### src/rtl/serial_port_regs.sv
module serial_port_regs #(
  parameter int CLK_HZ   = 50_000_000,
  parameter int REF_BAUD = 9600,
  parameter int REF_CODE = 13
) (
  input  logic       clk,
  input  logic       rst_n,
  input  logic       sel,
  input  logic       wr,
  input  logic [2:0] addr,
  input  logic [7:0] wdata,
  output logic [7:0] rdata,
  output logic       txd,
  input  logic       rxd,
  output logic       irq,
  input  logic       iack,
  output logic [7:0] itype
);
  localparam int BASE_I = CLK_HZ / (16 * REF_BAUD);
  localparam int BASE   = (BASE_I < 1) ? 1 : BASE_I;
  localparam int CW     = $clog2(16 * (BASE << REF_CODE) + 1);

  localparam logic [2:0] A_TYPE = 3'd0, A_SPD = 3'd1, A_LINE = 3'd2, A_STAT = 3'd3,
                         A_IEN = 3'd4, A_TXD = 3'd5, A_RXD = 3'd6;

  logic [7:0] type_r, speed_r;
  logic [4:0] line_r;
  logic [1:0] ien_r;

  logic [CW-1:0] div, bitp, half;
  logic [3:0]    nd, flen;
  logic          has_par;

  logic          wr_en, wr_tx, rd_rx;
  assign wr_en = sel & wr;
  assign wr_tx = wr_en & (addr == A_TXD);
  assign rd_rx = sel & ~wr & (addr == A_RXD);

  always_ff @(posedge clk) begin
    if (!rst_n) begin
      type_r  <= 8'h00;
      speed_r <= 8'(REF_CODE);
      line_r  <= 5'h13;
      ien_r   <= 2'b00;
    end else if (wr_en) begin
      case (addr)
        A_TYPE:  type_r  <= wdata;
        A_SPD:   speed_r <= wdata;
        A_LINE:  line_r  <= wdata[4:0];
        A_IEN:   ien_r   <= wdata[1:0];
        default: ;
      endcase
    end
  end

  always_comb begin
    if (speed_r[3:0] <= 4'(REF_CODE))
      div = CW'(BASE) << (4'(REF_CODE) - speed_r[3:0]);
    else
      div = CW'(BASE) >> (speed_r[3:0] - 4'(REF_CODE));
    if (div == '0) div = CW'(1);
  end
  assign bitp = div << 4;
  assign half = div << 3;

  assign nd      = 4'd5 + {2'b00, line_r[1:0]};
  assign has_par = ~line_r[4];
  assign flen    = 4'd2 + nd + {3'b000, has_par} + {3'b000, line_r[2]};

  // transmitter
  logic [7:0]    dmask;
  logic          pbit;
  logic [11:0]   tx_fr, tx_sh;
  logic [CW-1:0] tx_cnt;
  logic [3:0]    tx_left;
  logic          tx_ready;

  assign dmask = wdata & (8'hFF >> (4'd8 - nd));
  assign pbit  = line_r[3] ? ^dmask : ~^dmask;

  always_comb begin
    tx_fr    = '1;
    tx_fr[0] = 1'b0;
    for (int i = 0; i < 8; i++)
      if (4'(i) < nd) tx_fr[i+1] = wdata[i];
    if (has_par) tx_fr[nd + 4'd1] = pbit;
  end

  always_ff @(posedge clk) begin
    if (!rst_n) begin
      tx_sh    <= '1;
      tx_cnt   <= '0;
      tx_left  <= '0;
      tx_ready <= 1'b1;
    end else if (wr_tx && tx_ready) begin
      tx_sh    <= tx_fr;
      tx_cnt   <= bitp - CW'(1);
      tx_left  <= flen;
      tx_ready <= 1'b0;
    end else if (!tx_ready) begin
      if (tx_cnt == '0) begin
        tx_sh   <= {1'b1, tx_sh[11:1]};
        tx_cnt  <= bitp - CW'(1);
        tx_left <= tx_left - 4'd1;
        if (tx_left == 4'd1) tx_ready <= 1'b1;
      end else begin
        tx_cnt <= tx_cnt - CW'(1);
      end
    end
  end
  assign txd = tx_sh[0];

  // receiver
  logic          rx_s1, rx_s2, rx_s3, rx_act, rx_par, rx_bad;
  logic [CW-1:0] rx_cnt;
  logic [3:0]    rx_idx;
  logic [7:0]    rx_sh, rx_byte, rx_data;
  logic          rx_samp, rx_is_data, rx_is_par, rx_last, rx_deliver, perr, serr;
  logic          rx_ready, rx_err, rx_ovr;

  assign rx_samp    = rx_act && (rx_cnt == '0);
  assign rx_is_data = (rx_idx != 4'd0) && (rx_idx <= nd);
  assign rx_is_par  = has_par && (rx_idx == nd + 4'd1);
  assign rx_last    = (rx_idx == flen - 4'd1);
  assign rx_deliver = rx_samp && rx_last;
  assign rx_byte    = rx_sh >> (4'd8 - nd);
  assign perr       = has_par && (line_r[3] ? rx_par : ~rx_par);
  assign serr       = rx_bad | ~rx_s2;

  always_ff @(posedge clk) begin
    if (!rst_n) begin
      rx_s1  <= 1'b1;
      rx_s2  <= 1'b1;
      rx_s3  <= 1'b1;
      rx_act <= 1'b0;
      rx_cnt <= '0;
      rx_idx <= '0;
      rx_sh  <= '0;
      rx_par <= 1'b0;
      rx_bad <= 1'b0;
    end else begin
      rx_s1 <= rxd;
      rx_s2 <= rx_s1;
      rx_s3 <= rx_s2;
      if (!rx_act) begin
        if (rx_s3 && !rx_s2) begin
          rx_act <= 1'b1;
          rx_cnt <= half - CW'(1);
          rx_idx <= 4'd0;
          rx_par <= 1'b0;
          rx_bad <= 1'b0;
        end
      end else if (rx_samp) begin
        rx_cnt <= bitp - CW'(1);
        rx_idx <= rx_idx + 4'd1;
        if (rx_idx == 4'd0) begin
          if (rx_s2) rx_act <= 1'b0;
        end else if (rx_is_data) begin
          rx_sh  <= {rx_s2, rx_sh[7:1]};
          rx_par <= rx_par ^ rx_s2;
        end else if (rx_is_par) begin
          rx_par <= rx_par ^ rx_s2;
        end else if (!rx_s2) begin
          rx_bad <= 1'b1;
        end
        if (rx_last) rx_act <= 1'b0;
      end else begin
        rx_cnt <= rx_cnt - CW'(1);
      end
    end
  end

  always_ff @(posedge clk) begin
    if (!rst_n) begin
      rx_data  <= '0;
      rx_ready <= 1'b0;
      rx_err   <= 1'b0;
      rx_ovr   <= 1'b0;
    end else if (rx_deliver) begin
      rx_data  <= rx_byte;
      rx_ready <= 1'b1;
      rx_ovr   <= rx_ready & ~rd_rx;
      rx_err   <= perr | serr;
    end else if (rd_rx) begin
      rx_ready <= 1'b0;
      rx_ovr   <= 1'b0;
    end
  end

  always_comb begin
    case (addr)
      A_TYPE:  rdata = type_r;
      A_SPD:   rdata = speed_r;
      A_LINE:  rdata = {3'b000, line_r};
      A_STAT:  rdata = {4'b0000, rx_ovr, rx_err, tx_ready, rx_ready};
      A_IEN:   rdata = {6'b000000, ien_r};
      A_RXD:   rdata = rx_data;
      default: rdata = 8'h00;
    endcase
  end

  assign irq   = (ien_r[0] & rx_ready) | (ien_r[1] & tx_ready);
  assign itype = iack ? type_r : 8'h00;

  a_r6_idle_line_high: assert property (@(posedge clk) disable iff (!rst_n)
    tx_ready |-> txd);
  a_r6_start_after_write: assert property (@(posedge clk) disable iff (!rst_n)
    (wr_tx && tx_ready) |=> (!tx_ready && !txd));
  a_r7_read_clears_ready: assert property (@(posedge clk) disable iff (!rst_n)
    (rd_rx && !rx_deliver) |=> !rx_ready);
  a_r9_overrun_needs_held_byte: assert property (@(posedge clk) disable iff (!rst_n)
    $rose(rx_ovr) |-> $past(rx_ready));
  a_r8_error_comes_with_byte: assert property (@(posedge clk) disable iff (!rst_n)
    $rose(rx_err) |-> rx_ready);
  a_r10_irq_has_source: assert property (@(posedge clk) disable iff (!rst_n)
    irq |-> (rx_ready || tx_ready));
endmodule

### config.mk
export PLATFORM = sky130hd
export DESIGN_NAME = serial_port_regs
export DESIGN_NICKNAME = d
export VERILOG_FILES = /design/src/rtl/serial_port_regs.sv
export SDC_FILE = /design/constraint.sdc
export NUM_CORES = 1
export LEC_CHECK = 0
export BUFFER_PORTS_ARGS = -buffer_cell sky130_fd_sc_hd__buf_2
export CAP_MARGIN = 40
export CELL_PAD_IN_SITES_DETAIL_PLACEMENT = 1
export CELL_PAD_IN_SITES_GLOBAL_PLACEMENT = 2
export CORE_ASPECT_RATIO = 1.25
export CORE_UTILIZATION = 41
export CTS_CLUSTER_SIZE = 40
export DETAILED_ROUTE_END_ITERATION = 16
export MAX_ROUTING_LAYER = met4
export PLACE_DENSITY_LB_ADDON = 0.1
export SETUP_SLACK_MARGIN = 0.5
export SLEW_MARGIN = 20
export SYNTH_ARGS = -nofsm -noshare
export SYNTH_HDL_FRONTEND = slang
export SYNTH_SLANG_ARGS = --single-unit
### constraint.sdc
create_clock -name clk -period 10.6 [get_ports clk]
set_clock_uncertainty 0.15 [all_clocks]
set_input_delay 0.53 -clock clk [delete_from_list [all_inputs] [get_ports clk]]
set_output_delay 0.53 -clock clk [all_outputs]
set_load 0.01 [all_outputs]
==> results of run 1 <==
-- power groups by stage --
stage | combinational (uW) | sequential (uW) | clock, uW
2_1_floorplan | 230 | 496 | 0
3_3_place_gp | 303 | 503 | 0
3_5_place_dp | 306 | 503 | 0
4_1_cts | 309 | 493 | 607
5_1_grt | 342 | 496 | 630
6_report | 309 | 494 | 602
-- synthesized netlist by cell type, drive strengths merged (12+ instances only) --
library cell / number
dfxtp: 121
nand2: 109
nor2: 106
o21ai: 77
a21oi: 59
clkbuf: 53
mux2i: 53
nand3: 35
nor3: 27
ha: 25
inv: 24
xnor2: 22
xor2: 21
o22ai: 19
nand2b: 18
nand4: 16
and2: 15
buf: 14
nor4: 14
nor2b: 12
-- cell type report --
| cell class | instances | area (um^2) |
|---|---|---|
| Multi-Input combinational cell | 799 | 5210 |
| Sequential cell | 121 | 2420 |
| Timing Repair Buffer | 48 | 278 |
| Clock inverter | 12 | 140 |
| Tap cell | 232 | 290 |
| Inverter | 25 | 93.8 |
| Fill cell | 2352 | 10000 |
| Clock buffer | 20 | 457 |
-- state kept, by name, summed over array words and instances, names as in the netlist, 5 cells and up --
signal / cells
rx_cnt: 26
tx_cnt: 26
tx_sh: 12
rx_data: 8
rx_sh: 8
speed_r: 8
type_r: 8
line_r: 5
-- routing by layer --
layer	up-vias	share of wire	GRT usage
met5	-	0	-
met3	53	0.026	0.0368
li1	3690	-	-
met2	127	0.51	0.521
met4	0	0.030	0.107
met1	3755	0.43	0.331
-- worst min-delay path by stage --
stage	start	end	slack (ns)	cells past startpoint
CTS	rxd	rx_s1	0.12	2
detailed placement	rx_s1	rx_s2	0.24	1
finish	rxd	rx_s1	0.12	2
floorplan	rx_s1	rx_s2	0.24	1
global route	rxd	rx_s1	0.15	2
global placement	rx_s1	rx_s2	0.24	1
-- metrics by stage --
| stage | util | setup WS, ns | instance area, um^2 | instances |
|---|---|---|---|---|
| floorplan | - | 6.99 | 7980 | 1012 |
| global placement | 0.437 | 6.50 | 8260 | 1221 |
| detailed placement | 0.438 | 6.38 | 8300 | 1225 |
| CTS | 0.470 | 6.33 | 8890 | 1257 |
| global route | 0.470 | 5.90 | 8890 | 1257 |
| finish | 0.470 | 6.31 | 8890 | 1257 |
-- cell families after synthesis --
kind of cell    share of synthesized area
compound gates                      0.212
fa+ha+maj                          0.0417
simple gates                        0.256
buf+inv                            0.0450
flops                               0.303
xor+xnor                           0.0528
mux                                0.0890
==> metrics.txt, run 1 <==
Clk Latency, worst-skew pair about 0.44 ns; WP data arrival ~4.5 ns; Synth Cell Area 7980 um^2; Max transition margin 0.389; WL per Instance ~22 um; Hold Path Class input pin to flop; share of layout cells above drive strength 1 0.108; worst slew pin tran approximately 0.91 ns; grt total ovfl 0; DR iter-0 viols between 300 and 400; cts hold-fix bufs 0; drt via density ~6.1; gpl congestion 0.901; Max Cap Violations 0; Static Leak ~0.0035 uW; most common cell after layout, fill and taps aside dfxtp_1; Reg2Reg Depth 10; critical path depth 10; Cell Chain, Critical Path clkinv_1 > ha_1 > nor2_1 > a31oi_1 > ha_1 > o21ai_0 > nor3_1 > xor2_1 > o22ai_1 > nor2_1; Psw around 460 uW; R2R Setup Slk roughly 6.3 ns; CTS tree done; RSZ-0062 raised after global routing no; type of origin of the critical path flop; initial core utilization 0.422; # clock sinks about 120; GR Util All Layers 0.290; initial antenna violation count 0; DR pass1 iterations 4; Power Dens Cells ~160 nW/um^2; Flop pwr share 0.352; Seq/Total Area, Yosys 0.303; number of remaining DRC errors 0; Syn Inst Count 1012; max frequency approximately 0.23 GHz; ant diodes 0; clock power share 0.429; FF-to-FF End tx_cnt[16]; io pins 35; first-pass GRT wire length approximately 43000 um; post-synthesis async set-or-reset flop share 0; Vias ~7.6k; core outline area between 15000 and 20000 um^2; die extent in x approximately 130 um; Max Buffers Root-to-Sink 2; critical path peak fanout 23; post-route ant nets 0; WHS between 0.1 and 0.15 ns; drt total wl 27100 um; commonest non-fill, non-tap cells in the layout dfxtp_1, nand2_1, nor2_1; Post-CTS Setup Repair Bufs 0; synth unique cells 78; Critical Path Sink tx_cnt[16]; top cell type's share of synthesized area 0.303; crit path from speed_r[1]; R2R Path Start speed_r[1]; via count of the first global-routing pass 7812; CP Class flop to flop; IO Port Bufs 34; worst IR drop on VDD between 0.0001 and 0.00015 V; Synth Warn # 0; CP Buf/Inv Count 1; CTS buffer count 17; Critical Path End Type flop; Final Max Tran Viols 0; crit-path max cell delay 0.81 ns; final setup vio count 0; slowest cell on the critical path dfxtp_1; Synth Area per Inst ~7.9 um^2; Post-synth EDFFs 0; Gate power share 0.220; H-tree depth 4; clk slew on worst S/H paths roughly 0.06 ns; site row count 56; cell type with the largest total area after synthesis dfxtp_1; Int Power 948 uW; syn_nets between 1k and 1.5k; die height roughly 160 um; fin nets roughly 1.1k; largest net degree at the start of global routing 65; clock root cell clkbuf_16; Final period util 0.405; Synth area leaders dfxtp_1, mux2i_1, nand2_1, nor2_1, o21ai_0; hpwl dp ~19000 um; Resize count post-CTS 0; Die ar. between 20000 and 25000 um^2; Worst path top cell family by delay adder cells; Most used DFF post-synth dfxtp_1; synthesis-stage register bit count between 100 and 150; final hold violation count 0; TNS Setup 0 ns; CP Data Required Time between 10 and 15 ns; Design Power 1400 uW; Tmin final between 4 and 5 ns; status finished, final reports clean; synth-to-layout area growth 11.4%; switching part of the total power 0.325
Power figures use the tool's default switching activity.
==> run 2, diff against run 1 <==
--- a/config.mk
+++ b/config.mk
@@ -5,12 +5,13 @@
 export SDC_FILE = /design/constraint.sdc
 export NUM_CORES = 1
 export LEC_CHECK = 0
+export ABC_AREA = 1
 export BUFFER_PORTS_ARGS = -buffer_cell sky130_fd_sc_hd__buf_2
 export CAP_MARGIN = 40
 export CELL_PAD_IN_SITES_DETAIL_PLACEMENT = 1
 export CELL_PAD_IN_SITES_GLOBAL_PLACEMENT = 2
 export CORE_ASPECT_RATIO = 1.25
-export CORE_UTILIZATION = 41
+export CORE_UTILIZATION = 31
 export CTS_CLUSTER_SIZE = 40
 export DETAILED_ROUTE_END_ITERATION = 16
 export MAX_ROUTING_LAYER = met4
==> constraint.sdc (replaced) <==
create_clock -name clk -period 3.87 [get_ports clk]
set_clock_uncertainty 0.15 [all_clocks]
set_input_delay 0.1935 -clock clk [delete_from_list [all_inputs] [get_ports clk]]
set_output_delay 0.1935 -clock clk [all_outputs]
set_load 0.01 [all_outputs]
==> run 2 against run 1 <==
  * Non-clock buffer count rose by 12
  * Final area grew 6.2%
  * Sequential power rose to 2.7 times the previous value
  * Sequential cell count stayed put
  * Maximum frequency is 38% higher
  * Clock power rose to 2.7 times the previous value
  * Synthesized cell count rose by 26%
  * Sequential share of layout area fell by 1.6 points
  * Via count grew 10%
  * Critical endpoint is now rx_data[5]
  * Largest cell class unchanged
==> metrics.txt, run 2 <==
Post-synth EDFFs 0 (unchanged); CTS buffer count 17 (unchanged); worst slew pin tran 0.790 ns (-0.120 ns); RSZ-0062 raised after global routing no; clock root cell clkbuf_16; gpl congestion 0.844 (-6.3%); Critical Path End Type flop; WP data arrival 3.31 ns (-1.19 ns); post-synthesis async set-or-reset flop share 0 (unchanged); Die ar. 27200 um^2 (+36%); Hold Path Class input pin to flop; status finished, final reports clean; most common cell after layout, fill and taps aside nand2_1; top cell type's share of synthesized area 0.294 (-0.00900); site row count 66 (+18%); commonest cells in the netlist nand2_1, inv_1, nor2_1, dfxtp_1, o21ai_0; drt via density 5.05 (-17%); GR Util All Layers 0.241 (-0.0493); Synth area leaders dfxtp_1, nand2_1, inv_1, o21ai_0, nor2_1; commonest non-fill, non-tap cells in the layout nand2_1, inv_1, nor2_1; first-pass GRT wire length 48500 um (+12%); initial core utilization 0.316 (-0.106); hpwl dp 23400 um (+23%); fin nets 1355 (+28%); synthesis-stage register bit count 121 (unchanged); CP Class flop to flop; Vias 8402 (+10%); share of layout cells above drive strength 1 0.0989 (-0.00942); Seq/Total Area, Yosys 0.294 (-0.00900); io pins 35 (unchanged); max frequency 0.322 GHz (+38%); Syn Inst Count 1280 (+26%); clk slew on worst S/H paths 0.06 ns (about the same); # clock sinks 121 (unchanged); IO Port Bufs 34 (unchanged); Max transition margin 0.473 (+0.0844); most numerous cell in the Yosys netlist nand2_1; Synth Area per Inst 6.43 um^2 (-19%); via count of the first global-routing pass 8738 (+12%); grt total ovfl 0 (unchanged); cell type with the largest total area after synthesis dfxtp_1; Regs by FF count rx_cnt (26), tx_cnt (26), tx_sh (12); Max Buffers Root-to-Sink 2 (unchanged); Final Max Tran Viols 0 (unchanged); Synth Cell Area 8230 um^2 (+3.1%); Final period util 0.801 (+0.396); critical path peak fanout 13 (-43%); WL per Instance 18.1 um (-16%); CTS tree done; final setup vio count 0 (unchanged); Tmin final 3.10 ns (-1.19 ns); largest net degree at the start of global routing 68 (+4.6%); DR pass1 iterations 5 (+1); die height 184 um (+17%); utilization after layout 0.363 (-0.107); core outline area 26000 um^2 (+38%); Static Leak 0.00429 uW (+24%); syn_nets 1323 (+25%); drt total wl 30100 um (+11%); Synth Warn # 0 (unchanged); number of remaining DRC errors 0 (unchanged); Clk Latency, worst-skew pair 0.43 ns (about the same); synth-to-layout area growth 14.8%; Max Cap Violations 0 (unchanged); worst IR drop on VDD 0.000279 V (+140%); TNS Setup 0 ns (unchanged); ant diodes 0 (unchanged); Most used DFF post-synth dfxtp_1; DR iter-0 viols 320 (-12%); type of origin of the critical path flop; initial antenna violation count 0 (unchanged); post-route ant nets 0 (unchanged); CP Data Required Time 4.08 ns (-6.73 ns); Power Dens Cells 420 nW/um^2 (+170%); final hold violation count 0 (unchanged); H-tree depth 4 (unchanged); die extent in x 148 um (+16%); synth unique cells 51 (-35%)
## run 2: changes by cell type after synthesis, moves of 15 or more
cell / change
inv_1: +123
nand2_1: +198
mux2i_1: -51
nand3_1: +60
nand2b_1: -17
o21ai_0: +28
a31oi_1: +16
nor2_1: +29
clkbuf_1: -24
xor2_1: +15
## run 2: cells by family after synthesis
group | share of synthesized area
muxes | 0.00380
AOI/OAI and AO/OA | 0.177
DFF | 0.294
and+or+nand+nor | 0.330
xor gates and xnor gates | 0.0575
buffers and inverters | 0.0972
adders and majority gates | 0.0405
## run 2: report_power, final
part	total (uW)	leakage (uW)	internal, uW	switching (uW)
logic	986	0.00304	338	649
registers	1350	0.000982	1290	52.8
clock network	1630	0.000276	970	665
total	3970	0.00429	2600	1370
## run 2: what timing repair did
action | CTS | global route
hold buffers | 10 | 0
setup buffers | 0 | 0
hold endpoints to repair | 16 | 0
resized for setup | 0 | 3
endpoints found under the setup margin | 0 | 12
## run 2: path summary, 6_finish.rpt
check,cells after the start,end,startpoint,slack (ns)
worst max-delay path,13,rx_data[5],line_r[0],0.77
worst min-delay path,3,ien_r[1],addr[2],0.03
worst max register to register,13,rx_data[5],line_r[0],0.77
worst min register to register,1,rx_s2,rx_s1,0.26
## run 2: layout make-up
type	count	area, um^2
Clock buffer	19	443
Fill cell	3406	16600
Clock inverter	13	144
Sequential cell	121	2420
Inverter	155	588
Timing Repair Buffer	60	410
Tap cell	340	425
Multi-Input combinational cell	957	5010
## run 2: routing by layer
layer  global-route usage  vias up  share of wire
met3               0.0287       43          0.015
met5                    -        -              0
met2                0.438       75           0.53
li1                     -     4271              -
met4               0.0969        0          0.031
met1                0.266     4013           0.43
## run 2: critical path, stage by stage, from the launching register on
cell and delay [ns]:
dfxtp_1 0.48, inv_1 0.10, ha_1 0.32, inv_1 0.17, ha_1 0.30, ha_1 0.31
xnor2_1 0.13, a21oi_1 0.10, o21ai_0 0.09, a21oi_1 0.22, nand4_4 0.22, inv_4 0.20
o21ai_0 0.10, a21oi_1 0.14
## run 2: per-stage QoR
stage / instances / worst slack (ns) / total power, uW / cell area (um^2) / hold WS (ns)
final: 1665 / 0.769 / 3970 / 9440 / 0.0306
after global routing: 1665 / 0.507 / 4210 / 9440 / 0.0647
after CTS: 1665 / 0.640 / 4030 / 9440 / 0.00720
after detailed placement: 1623 / 0.650 / 2360 / 8750 / 0.240
after global placement: 1621 / 0.657 / 2360 / 8710 / 0.234
after floorplan: 1280 / 0.935 / 2090 / 8230 / 0.150
==> run 3, diff against run 2 <==
==> constraint.sdc (replaced) <==
create_clock -name clk -period 2.6 [get_ports clk]
set_clock_uncertainty 0.15 [all_clocks]
set_input_delay 0.13 -clock clk [delete_from_list [all_inputs] [get_ports clk]]
set_output_delay 0.13 -clock clk [all_outputs]
set_load 0.01 [all_outputs]
==> run 3 against run 2 <==
  * Critical path depth is 2 lower
  * Sequential cell count stayed put
  * Register-to-register slack worse by 0.74 ns
  * Via count is 9.4% higher
  * Clock power is 52% higher
  * Sequential power is 49% higher
  * Maximum frequency is 20% higher
  * Global-route usage is 0.88 points higher
  * Sequential share of layout area is 5.4 points lower
  * Total power is 69% higher
  * Non-clock buffer count is 125 higher
  * Largest power group unchanged
==> metrics.txt, run 3 (synthesized netlist as in run 2, its figures left out) <==
first-pass GRT wire length 50600 um (+4.3%); hpwl dp 23400 um (about the same); final setup vio count 0 (unchanged); Final period util 0.991 (+0.189); Vias 9192 (+9.4%); Fillers 3240 (-4.9%); initial antenna violation count 0 (unchanged); commonest non-fill, non-tap cells in the layout nand2_1, inv_1, nor2_1, dfxtp_1, buf_4; area occupied by multi-input gates 6390 um^2 (+28%); Max transition margin 0.589 (+0.116); WP data arrival 2.80 ns (-0.51 ns); die height 184 um (unchanged); drt via density 5.13 (+1.6%); Place WS 0.0267 ns (-0.623 ns); io pins 35 (unchanged); clk slew on worst S/H paths 0.06 ns (about the same); TNS Setup 0 ns (unchanged); type of origin of the critical path flop; clock root cell clkbuf_16; # clock sinks 121 (unchanged); critical path peak fanout 7 (-6); gpl congestion 0.867 (+2.7%); die extent in x 148 um (unchanged); Critical Path End Type flop; Max Buffers Root-to-Sink 2 (unchanged); Design Power 6700 uW (+69%); Die ar. 27200 um^2 (unchanged); CTS buffer count 17 (unchanged); site row count 66 (unchanged); post-route ant nets 0 (unchanged); Max Cap Violations 0 (unchanged); grt total ovfl 0 (unchanged); Static Leak 0.00523 uW (+22%); number of remaining DRC errors 0 (unchanged); largest net degree at the start of global routing 42 (-38%); final hold violation count 0 (unchanged); synth-to-layout area growth 46.9%; CTS tree done; RSZ-0062 raised after global routing yes; fin nets 1482 (+9.4%); CP Class flop to flop; worst slew pin tran 0.613 ns (-0.177 ns); Power Dens Cells 555 nW/um^2 (+32%); Final WS setup 0.0246 ns (-0.744 ns); WHS 0.0846 ns (+0.0540 ns); Regs by FF count rx_cnt (26), tx_cnt (26), tx_sh (12); DR pass1 iterations 4 (-1); Tmin final 2.58 ns (-0.526 ns); DR iter-0 viols 360 (+13%); WL per Instance 18.8 um (+4.2%); core outline area 26000 um^2 (unchanged); IO Port Bufs 34 (unchanged); Final Max Tran Viols 0 (unchanged); Clk Latency, worst-skew pair 0.45 ns (+0.02 ns); share of layout cells above drive strength 1 0.346 (+0.247); register area 2440 um^2 (+0.88%); via count of the first global-routing pass 9344 (+6.9%); max frequency 0.388 GHz (+20%); drt total wl 33800 um (+12%); GR Util All Layers 0.250 (+0.00881); worst IR drop on VDD 0.000418 V (+50%); ant diodes 0 (unchanged); status finished, final reports clean; CP Data Required Time 2.83 ns (-1.25 ns); most common cell after layout, fill and taps aside nand2_1; Hold Path Class input pin to flop; H-tree depth 4 (unchanged); initial core utilization 0.316 (unchanged)
[run 3: cell types whose count changed in the layout (fill, tap and decap cells not counted), moves of 34 or more]
cell and delta:
nand2_2 +37, buf_4 +72, buf_6 +39, nand3_1 -43, nand2_4 +34, nand2_1 -73
[run 3: through the flow]
| step | area, um^2 | utilization | std cells |
|---|---|---|---|
| 6_report | 12100 | 0.465 | 1792 |
| 5_1_grt | 12100 | 0.465 | 1792 |
| 4_1_cts | 11000 | 0.425 | 1754 |
| 3_5_place_dp | 9180 | 0.353 | 1661 |
| 3_3_place_gp | 9180 | 0.353 | 1661 |
| 2_1_floorplan | 8390 | - | 1280 |
[run 3: path summary, 6_finish.rpt]
check	slack (ns)	startpoint	end	cells after the start
worst max register to register	0.02	line_r[0]	rx_err	11
worst min register to register	0.27	rx_s1	rx_s2	1
worst min-delay path	0.08	sel	type_r[0]	5
worst max-delay path	0.02	line_r[0]	rx_err	11
[run 3: worst max-delay path: stages, from the launching register on]
cell and delay, ns:
dfxtp_4 0.38, fa_2 0.40, ha_4 0.32, ha_4 0.20, xnor2_1 0.11, a21oi_1 0.11
o21ai_1 0.09, a21oi_2 0.19, nand4_4 0.20, clkinv_4 0.13, o21ai_1 0.09, nor2_1 0.14
[run 3: repair_timing]
item | CTS | global route
gates resized for setup | 210 | 193
hold buffers | 15 | 0
hold endpoints to repair | 32 | 0
buffers inserted | 44 | 36
setup endpoints to repair | 86 | 85
pin swaps | 70 | 91
cloned | 2 | 2
[run 3: per-layer routing]
metal	track usage	wire length, um	vias to the layer above	share of wire
met3	0.0304	546	62	0.016
met4	0.120	1420	0	0.042
met2	0.453	18100	116	0.54
li1	-	-	4533	-
met1	0.269	13700	4481	0.41
met5	-	0	-	0
[run 3: layout make-up]
type                       instances  area share
clock buffer                      17      0.0352
clock inverter                    15      0.0138
inverter                         155      0.0516
multi-input combinational        958       0.529
sequential                       121       0.202
tap                              340      0.0352
timing repair buffer             185       0.133
timing repair inverter             1    0.000414
[run 3: power by group]
part / leakage, uW / switching, uW / total [uW] / internal, uW
Clock: 0.000281 / 1040 / 2470 / 1430
Combinational: 0.00397 / 1290 / 2230 / 934
Sequential: 0.000984 / 81.4 / 2010 / 1930
Total: 0.00523 / 2420 / 6700 / 4290
